File: config.mk
export PLATFORM = sky130hd
export DESIGN_NAME = dma_xfer_engine
export DESIGN_NICKNAME = d
export VERILOG_FILES = /design/src/rtl/dma_pkg.sv /design/src/rtl/dma_hold_buf.sv /design/src/rtl/dma_addr_cnt.sv /design/src/rtl/dma_ctrl_fsm.sv /design/src/rtl/dma_xfer_engine.sv
export SDC_FILE = /design/constraint.sdc
export NUM_CORES = 1
export LEC_CHECK = 0
export CELL_PAD_IN_SITES_DETAIL_PLACEMENT = 1
export CELL_PAD_IN_SITES_GLOBAL_PLACEMENT = 1
export CORE_UTILIZATION = 34
export DETAILED_ROUTE_END_ITERATION = 10
export GPL_ROUTABILITY_DRIVEN = 0
export PLACE_DENSITY_LB_ADDON = 0.3
export SLEW_MARGIN = 20
export SYNTH_ARGS = -nofsm -noshare
export SYNTH_HDL_FRONTEND = slang
export SYNTH_SLANG_ARGS = --single-unit
File: constraint.sdc
create_clock -name clk -period 2.2 [get_ports clk]
set_input_delay 0.44 -clock clk [delete_from_list [all_inputs] [get_ports clk]]
set_output_delay 0.44 -clock clk [all_outputs]
set_load 0.02 [all_outputs]
File: src/rtl/dma_pkg.sv
// Shared types for the DMA engine: transfer mode and controller state.
package dma_pkg;
    typedef enum logic {
        XM_BURST = 1'b0,
        XM_STEAL = 1'b1
    } xfer_mode_e;

    typedef enum logic [2:0] {
        ST_IDLE,
        ST_COLLECT,
        ST_REQ,
        ST_XFER,
        ST_REL,
        ST_DONE
    } eng_state_e;
endpackage

File: src/rtl/dma_hold_buf.sv
// One-entry holding register between the peripheral and the memory port.
// Assumes the peripheral strobes no faster than bytes are consumed; a push
// into a full entry is accepted only when the same cycle pops it.
module dma_hold_buf #(
    parameter int DW = 8
) (
    input  logic          clk,
    input  logic          rst_n,
    input  logic          enable,
    input  logic          push,
    input  logic [DW-1:0] din,
    input  logic          pop,
    output logic          full,
    output logic [DW-1:0] dout
);
    // Capture a strobed byte, clear on consumption, flush when disabled.
    always_ff @(posedge clk) begin
        if (!rst_n) begin
            full <= 1'b0;
            dout <= '0;
        end else if (!enable) begin
            full <= 1'b0;
        end else if (push && (!full || pop)) begin
            full <= 1'b1;
            dout <= din;
        end else if (pop) begin
            full <= 1'b0;
        end
    end

    p_pop_full_r4: assert property (@(posedge clk) disable iff (!rst_n)
        pop |-> full);
endmodule

File: src/rtl/dma_addr_cnt.sv
// Address pointer and remaining-byte counter. Loaded at start, stepped once
// per byte written. The address wraps modulo 2^AW.
module dma_addr_cnt #(
    parameter int AW = 16,
    parameter int CW = 8
) (
    input  logic          clk,
    input  logic          rst_n,
    input  logic          load,
    input  logic [AW-1:0] base,
    input  logic [CW-1:0] len,
    input  logic          step,
    output logic [AW-1:0] addr,
    output logic          last,
    output logic          empty
);
    localparam logic [CW-1:0] ONE = CW'(1);

    logic [CW-1:0] remaining;

    // Load the block parameters or advance by one byte.
    always_ff @(posedge clk) begin
        if (!rst_n) begin
            addr      <= '0;
            remaining <= '0;
        end else if (load) begin
            addr      <= base;
            remaining <= len;
        end else if (step) begin
            addr      <= addr + AW'(1);
            remaining <= remaining - ONE;
        end
    end

    // Flags for the controller.
    always_comb begin
        last  = (remaining == ONE);
        empty = (remaining == '0);
    end

    p_addr_step_r7: assert property (@(posedge clk) disable iff (!rst_n)
        (step && !load) |=> (addr == $past(addr) + AW'(1)));
endmodule

File: src/rtl/dma_ctrl_fsm.sv
// Sequencer for the bus handshake. Burst: request once, write each byte as it
// arrives, release after the last. Cycle-steal: wait for a held byte, request,
// write once, release, repeat. Assumes the CPU keeps grant high while the
// request is high, and drops grant some time after the request falls.
module dma_ctrl_fsm
    import dma_pkg::*;
(
    input  logic clk,
    input  logic rst_n,
    input  logic start,
    input  logic mode_i,
    input  logic len_zero,
    input  logic hold_full,
    input  logic bus_gnt,
    input  logic last,
    input  logic empty,
    output logic bus_req,
    output logic load,
    output logic write,
    output logic buf_en,
    output logic owning,
    output logic done
);
    eng_state_e state, nxt;
    xfer_mode_e mode_q;

    // State register.
    always_ff @(posedge clk) begin
        if (!rst_n) state <= ST_IDLE;
        else        state <= nxt;
    end

    // Latch the mode only on an accepted start.
    always_ff @(posedge clk) begin
        if (!rst_n)                       mode_q <= XM_BURST;
        else if (state == ST_IDLE && start) mode_q <= xfer_mode_e'(mode_i);
    end

    // Next state, load strobe and write strobe.
    always_comb begin
        nxt   = state;
        load  = 1'b0;
        write = 1'b0;
        case (state)
            ST_IDLE: begin
                if (start) begin
                    load = 1'b1;
                    if (len_zero)                        nxt = ST_DONE;
                    else if (xfer_mode_e'(mode_i) == XM_STEAL) nxt = ST_COLLECT;
                    else                                 nxt = ST_REQ;
                end
            end
            ST_COLLECT: if (hold_full) nxt = ST_REQ;
            ST_REQ:     if (bus_gnt)   nxt = ST_XFER;
            ST_XFER: begin
                write = hold_full && bus_gnt;
                if (write && (mode_q == XM_STEAL || last)) nxt = ST_REL;
            end
            ST_REL:  if (!bus_gnt) nxt = empty ? ST_DONE : ST_COLLECT;
            ST_DONE: nxt = ST_IDLE;
            default: nxt = ST_IDLE;
        endcase
    end

    // Moore outputs.
    always_comb begin
        bus_req = (state == ST_REQ) || (state == ST_XFER);
        owning  = (state == ST_XFER);
        buf_en  = (state != ST_IDLE) && (state != ST_DONE);
        done    = (state == ST_DONE);
    end

    p_burst_hold_r3: assert property (@(posedge clk) disable iff (!rst_n)
        (mode_q == XM_BURST && bus_req && !(write && last)) |=> bus_req);
    p_steal_after_capture_r5: assert property (@(posedge clk) disable iff (!rst_n)
        (mode_q == XM_STEAL && $rose(bus_req)) |-> hold_full);
    p_steal_release_r6: assert property (@(posedge clk) disable iff (!rst_n)
        (mode_q == XM_STEAL && write) |=> !bus_req);
    p_done_released_r8: assert property (@(posedge clk) disable iff (!rst_n)
        done |-> (!bus_gnt && !bus_req));
    p_start_ignored_r10: assert property (@(posedge clk) disable iff (!rst_n)
        (state != ST_IDLE && start) |=> $stable(mode_q));
endmodule

File: src/rtl/dma_xfer_engine.sv
// Top of the single-channel DMA engine. Wires the holding register, the
// address/count unit and the sequencer. Memory-side outputs are forced to
// zero whenever the engine does not own a granted bus.
module dma_xfer_engine #(
    parameter int AW = 16,
    parameter int CW = 8
) (
    input  logic          clk,
    input  logic          rst_n,
    input  logic          start,
    input  logic          mode_i,
    input  logic [AW-1:0] cfg_base,
    input  logic [CW-1:0] cfg_len,
    output logic          bus_req,
    input  logic          bus_gnt,
    input  logic [7:0]    dev_data,
    input  logic          dev_valid,
    output logic [AW-1:0] mem_addr,
    output logic [7:0]    mem_wdata,
    output logic          mem_we,
    output logic          done
);
    logic          hold_full, load, write, buf_en, owning, last, empty;
    logic [7:0]    hold_q;
    logic [AW-1:0] cur_addr;

    dma_hold_buf #(.DW(8)) u_hold (
        .clk(clk), .rst_n(rst_n), .enable(buf_en), .push(dev_valid),
        .din(dev_data), .pop(write), .full(hold_full), .dout(hold_q)
    );

    dma_addr_cnt #(.AW(AW), .CW(CW)) u_addr (
        .clk(clk), .rst_n(rst_n), .load(load), .base(cfg_base), .len(cfg_len),
        .step(write), .addr(cur_addr), .last(last), .empty(empty)
    );

    dma_ctrl_fsm u_ctrl (
        .clk(clk), .rst_n(rst_n), .start(start), .mode_i(mode_i),
        .len_zero(cfg_len == '0), .hold_full(hold_full), .bus_gnt(bus_gnt),
        .last(last), .empty(empty), .bus_req(bus_req), .load(load),
        .write(write), .buf_en(buf_en), .owning(owning), .done(done)
    );

    // Drive the memory port only while the granted bus is ours.
    always_comb begin
        mem_we    = write;
        mem_addr  = (owning && bus_gnt) ? cur_addr : '0;
        mem_wdata = (owning && bus_gnt) ? hold_q   : '0;
    end

    p_we_granted_r2: assert property (@(posedge clk) disable iff (!rst_n)
        mem_we |-> bus_gnt);
    p_req_held_r2: assert property (@(posedge clk) disable iff (!rst_n)
        (bus_req && !bus_gnt) |=> bus_req);
    p_quiet_bus_r2: assert property (@(posedge clk) disable iff (!rst_n)
        !bus_gnt |-> (mem_addr == '0 && mem_wdata == '0 && !mem_we));
endmodule

==> After elaboration in Yosys (flattened, before gate mapping) <==
Cells that the tools add are included.
{ "word_totals": {"register_bits": 37, "output_inout_bits": 27} }
{ "op_classes": {"addsub": 2, "n_eq_ne": 12, "n_mux": 20, "reduce_logical": 19} }
{ "ops": {"columns": ["operator", "n"], "rows": [
  ["16-bit 2-to-1 mux", 3],
  ["8-bit 2-to-1 mux", 3],
  ["3-bit 2-to-1 mux", 7],
  ["16-bit by 1-bit adder with 16-bit output (second input constant)", 1],
  ["8-bit zero test", 2],
  ["3-bit one-hot mux with 5 select lines", 1],
  ["8-bit by 1-bit == test with 1-bit output (second input constant)", 1],
  ["2-bit inequality test (second input constant)", 4],
  ["8-bit by 1-bit subtractor with 8-bit output (second input constant)", 1],
  ["3-bit by 2-bit == test with 1-bit output (second input constant)", 2],
  ["3-bit == test (second input constant)", 2],
  ["1-bit logical AND", 6],
  ["1-bit 2-to-1 mux", 5],
  ["5-bit AND reduction", 1],
  ["2-bit AND reduction", 2],
  ["2-bit nonzero test", 2],
  ["3-bit by 1-bit == test with 1-bit output (second input constant)", 1],
  ["3-bit zero test", 1],
  ["1-bit logical OR", 3],
  ["3-bit inequality test (second input constant)", 1],
  ["3-bit nonzero test", 1],
  ["2-bit 2-to-1 mux", 1],
  ["2-bit by 1-bit inequality test with 1-bit output (second input constant)", 1],
  ["1-bit zero test", 1]
]} }

==> Logic depth before layout (Yosys ltp) <==
{ "depth": {"depth_word": 5, "mapped_depth": 8, "depth_no_buf": 6} }

==> Cells and area by module <==
From an unflattened synthesis, not the netlist that was laid out.
{ "unflattened": {"hier_cells": 272, "area_unflattened_um2": 2252.2} }
{ "modules_own_cells": {"columns": ["module", "n_inst", "cells_each", "area_each_um2", "seq_area_each_um2"], "rows": [
  ["dma_addr_cnt", 1, 157, 1301.2, 480.5],
  ["dma_ctrl_fsm", 1, 43, 387.9, 80.1],
  ["dma_hold_buf", 1, 41, 379.1, 180.2],
  ["dma_xfer_engine", 1, 31, 183.9, 0.0]
]} }

==> Least setup slack after synthesis <==
OpenSTA, ideal clock, no wires.
{ "synth_path": {"path_type": "input -> register", "from": "input start", "to": "register u_addr.addr[4]", "setup_time_ns": 0.128, "arrival_time_ns": 1.579, "path_slack_ns": 0.494, "stages": 6, "n_path_buf": 1, "cell_sequence": "or4b_1 -> buf_2 -> o21ai_2 -> a21bo_2 -> a222oi_1 -> nor2_1"} }
{ "synth_between": {"elab_chain_cells": 3, "word_cells_on_any_way": 4, "classes_between": "3 x mux; 1 x reduce/logical"} }
{ "synth_lines": {"columns": ["item", "line_no", "rtl"], "rows": [
  ["start: declaration", "dma_xfer_engine.sv:10", "input logic start,"],
  ["1-bit 2-to-1 mux (*)", "dma_ctrl_fsm.sv:46", "if (start) begin"],
  ["1-bit 2-to-1 mux (*)", "dma_ctrl_fsm.sv:44", "case (state)"],
  ["16-bit 2-to-1 mux / 2-bit nonzero test (equally long branches)", null, null],
  ["end signal: assignment", "dma_addr_cnt.sv:27", "addr <= base;"],
  ["end signal: assignment", "dma_addr_cnt.sv:30", "addr <= addr + AW'(1);"],
  ["end: declaration", "dma_addr_cnt.sv:13", "output logic [AW-1:0] addr,"]
]} }
Every way passes the cells marked *; elsewhere a longest branch is shown, timed or not.
A chain may end at the register's enable or synchronous reset.

==> Worst setup path in the final report <==
{ "layout_path": {"from": "input bus_gnt", "to": "output mem_wdata[6]"} }
{ "layout_between": {"elab_chain_cells": 2} }
{ "layout_lines": {"columns": ["item", "line_no", "rtl"], "rows": [
  ["start: declaration", "dma_xfer_engine.sv:15", "input logic bus_gnt,"],
  ["1-bit logical AND", "dma_xfer_engine.sv:48", "mem_wdata = (owning && bus_gnt) ? hold_q : '0;"],
  ["8-bit 2-to-1 mux", "dma_xfer_engine.sv:48", null],
  ["end: declaration", "dma_xfer_engine.sv:19", "output logic [7:0] mem_wdata,"]
]} }
Every way passes these cells.

==> impl_metrics.yaml <==
status:
  status: "finished clean"
timing:
  max_freq_mhz: 467
  tightest_slew_ns: 0.596
  rsz0062_at_grt: "true"
  min_period_over_period_pct: 97.2
  fin_skew_ns: 0.00292
  slew_headroom_pct: 60.2
  maxSlewViolCount: 0
  setup_viol: 0
  hold_viol_final: 0
  finalSetupTns_ns: 0
  finalCriticalPeriod_ns: 2.14
final_layout:
  final_cells: 436
  fillers: 793
  antenna-diode-count: 0
  layout-drive-gt1-share_pct: 16.7
  area_delta_synth_final_pct: 38.2
  fin_nets: 400
synthesis:
  synthTopCellsByCount: "dfxtp_1 (37), nor2_1 (34), nand2_1 (26)"
  synth_fp_nets: 326
  yosysUniqueCellTypes: 51
  synth_async_sr_flop_share_pct: 0
  synth_seq_area_share_pct: 33.3
  ys_ff_latch: 37
  synthCells: 285
  ys_warn_count: 0
  synth_top_flop_cell: "dfxtp_1"
  synth.most_common_cell: "dfxtp_1"
  syn-cell-area_um2: 2220
  synth_top_area_cell: "dfxtp_1"
  postSynthAreaPerCell_um2: 7.80
  synth_edf_count: 0
  synth_area_leaders: "dfxtp_1 (33%), and2_1 (6.5%), nor2_1 (5.7%)"
  post-synth-top-area-fraction_pct: 33.3
power_and_ir_drop:
  p_sw_share_pct: 38.9
  vdd_drop_max_uv: 455
  p_comb_share_pct: 42.7
  power_density_nw_per_um2: 895
  intPower_w: 0.00168
  power.leakage_nw: 1.25
  pwr-share-clk_pct: 20.8
  p_switching_w: 0.00107
  pwr-share-seq_pct: 36.5
hold_path:
  min_from: "u_ctrl.mode_q"
  worstHoldPathType: "reg -> reg"
  min_to: "u_ctrl.mode_q"
  whs_path_depth: 2
setup_path:
  reg2reg_depth: 6
  timing.rr.end: "u_addr.addr[4]"
  required_ns: 1.76
  critPathLaunchType: "primary input"
  cp-end-kind: "output pin"
  worstPathArrival_ns: 1.70
  r2r_slack_ns: 0.21
  timing.rr.start: "u_ctrl.state[0]"
  crit_fanout: 11
  critical_path_class: "in -> out"
routing:
  drt-total-wl_um: 7040
  first_pass_iters: 4
  viasPerCell: 5.35
  vias: 2331
  wl_per_cell_um: 16.1
  drc: 0
  ant_nets: 0
  dr.first_iter.drc_count: 92
global_routing:
  grt_pass1_wl_um: 11900
  grt-ovfl-total: 0
  grt_pass1_vias: 2458
  track_usage_pct: 21.4
  grt_max_degree: 24
  antenna_found_initial: 0
die:
  io-pin-count: 65
  design.core.area_um2: 6310
  die_area_um2: 6870
  initial_utilization_pct: 35.2
  die_x_um: 82.9
  die_height_um: 82.9
  row_count: 29
clock_network:
  htree_levels: 2
  insertion_delay_ns: 0.29
  cts.sinks: 37
  numCtsBuffers: 5
  cts_buffer_depth: 2
  cts_tree: "yes"
  hold_buffers: 0
  cts-root-buf: "clkbuf_8"
  clk_pin_slew_ns: 0.07
placement:
  dp.cells: 428
  numPortBuffers: 64
  dpl.hpwl_um: 5390
run:
  maxCapViolations: 0
==> timing repair <==
action	CTS	global route
setup endpoints to repair	26	22
setup buffers	1	0
pin swaps	1	0
resized for setup	92	22
gates cloned	0	0
==> layout by cell type, fill, tap and decap left out, drive strengths merged, types with 2 or more instances in the layout <==
cell,Yosys,layout
clkdlybuf4s50,0,38
a311oi,2,2
dfxtp,37,37
a21oi,20,20
o211ai,2,2
a211oi,3,3
ha,3,3
nor2b,3,3
a32oi,2,2
nand4b,2,2
inv,7,7
and3,2,2
xor2,4,4
dlygate4sd2,0,2
nor4,3,3
o21ai,22,22
nand2b,4,4
clkbuf,10,5
nand2,26,26
a31oi,5,5
buf,7,42
or3,2,2
nor3b,2,2
o21a,3,3
xnor2,2,2
a222oi,2,2
nor3,8,8
nand4,7,7
and2,23,23
mux2i,8,8
a221oi,4,4
nand3,12,12
or4,4,4
clkdlybuf4s15,0,2
nor2,34,34
==> metrics by stage <==
stage / utilization (%) / setup WS (ns) / hold slack (ns) / area, µm² / total power [W]
detailed placement: 47.9 / -0.358 / 0.469 / 3020 / 0.00219
finish: 48.7 / 0.0608 / 0.472 / 3070 / 0.00275
floorplan: - / 0.494 / 0.436 / 2220 / 0.00174
global placement: 47.9 / -0.316 / 0.462 / 3020 / 0.00214
global route: 48.7 / -0.00926 / 0.502 / 3070 / 0.00295
CTS: 47.8 / 0.0354 / 0.481 / 3020 / 0.00277
==> power by group through the flow <==
stage | registers, W | logic (W) | clock network, W
detailed placement | 0.00102 | 0.00118 | 0
finish | 0.00100 | 0.00118 | 0.000571
floorplan | 0.000968 | 0.000776 | 0
CTS | 0.00100 | 0.00118 | 0.000589
global placement | 0.00101 | 0.00113 | 0
global route | 0.00103 | 0.00130 | 0.000618
==> layer usage <==
| metal | global-route usage [%] | up-vias | wire length (µm) |
|---|---|---|---|
| met1 | 27.4 | 1105 | 3180 |
| met5 | 0 | - | 0 |
| met2 | 37.2 | 52 | 3500 |
| met4 | 5.49 | 0 | 110 |
| li1 | - | 1168 | - |
| met3 | 3.68 | 6 | 250 |
==> worst max-delay path, stage by stage <==
cell and delay (ns):
clkdlybuf4s50_1 0.48, and4b_1 0.22, buf_4 0.12, buf_4 0.15, and2_1 0.14, buf_4 0.14
==> worst max-delay path by stage <==
| stage | cells after the start | startpoint | endpoint |
|---|---|---|---|
| 5_1_grt | 6 | bus_gnt | mem_wdata[6] |
| 4_1_cts | 6 | bus_gnt | mem_wdata[6] |
| 3_3_place_gp | 5 | bus_gnt | mem_addr[7] |
| 6_report | 6 | bus_gnt | mem_wdata[6] |
| 3_5_place_dp | 5 | bus_gnt | mem_wdata[6] |
| 2_1_floorplan | 6 | start | u_addr.addr[4] |
==> final cells by class <==
class	instances	area [µm²]	area share (%)
repair buffers	84	728	23.7
clock buffers	5	68.8	2.24
clock inverters	2	35.0	1.14
flip-flops and latches	37	741	24.1
multi-input cells	224	1380	44.8
inverters	7	26.3	0.855
well taps	77	96.3	3.14
==> logic make-up after synthesis <==
| logic type | Yosys count | share of synthesized area, % |
|---|---|---|
| buffers and inverters | 24 | 4.73 |
| multiplexers | 8 | 3.60 |
| flip-flops | 37 | 33.3 |
| AO/OA/AOI/OAI | 70 | 20.5 |
| XOR/XNOR | 6 | 2.36 |
| adder cells (fa/ha/maj) | 3 | 1.69 |
| AND/OR/NAND/NOR | 137 | 33.8 |
==> sequential cells by signal, indices dropped and copies added (netlist names) <==
signal / flops
u_addr.remaining: 8
u_hold.dout: 8
u_hold.full: 1
u_ctrl.mode_q: 1
u_ctrl.state: 3
u_addr.addr: 16
No activity file was read; power rests on OpenSTA's default activity.
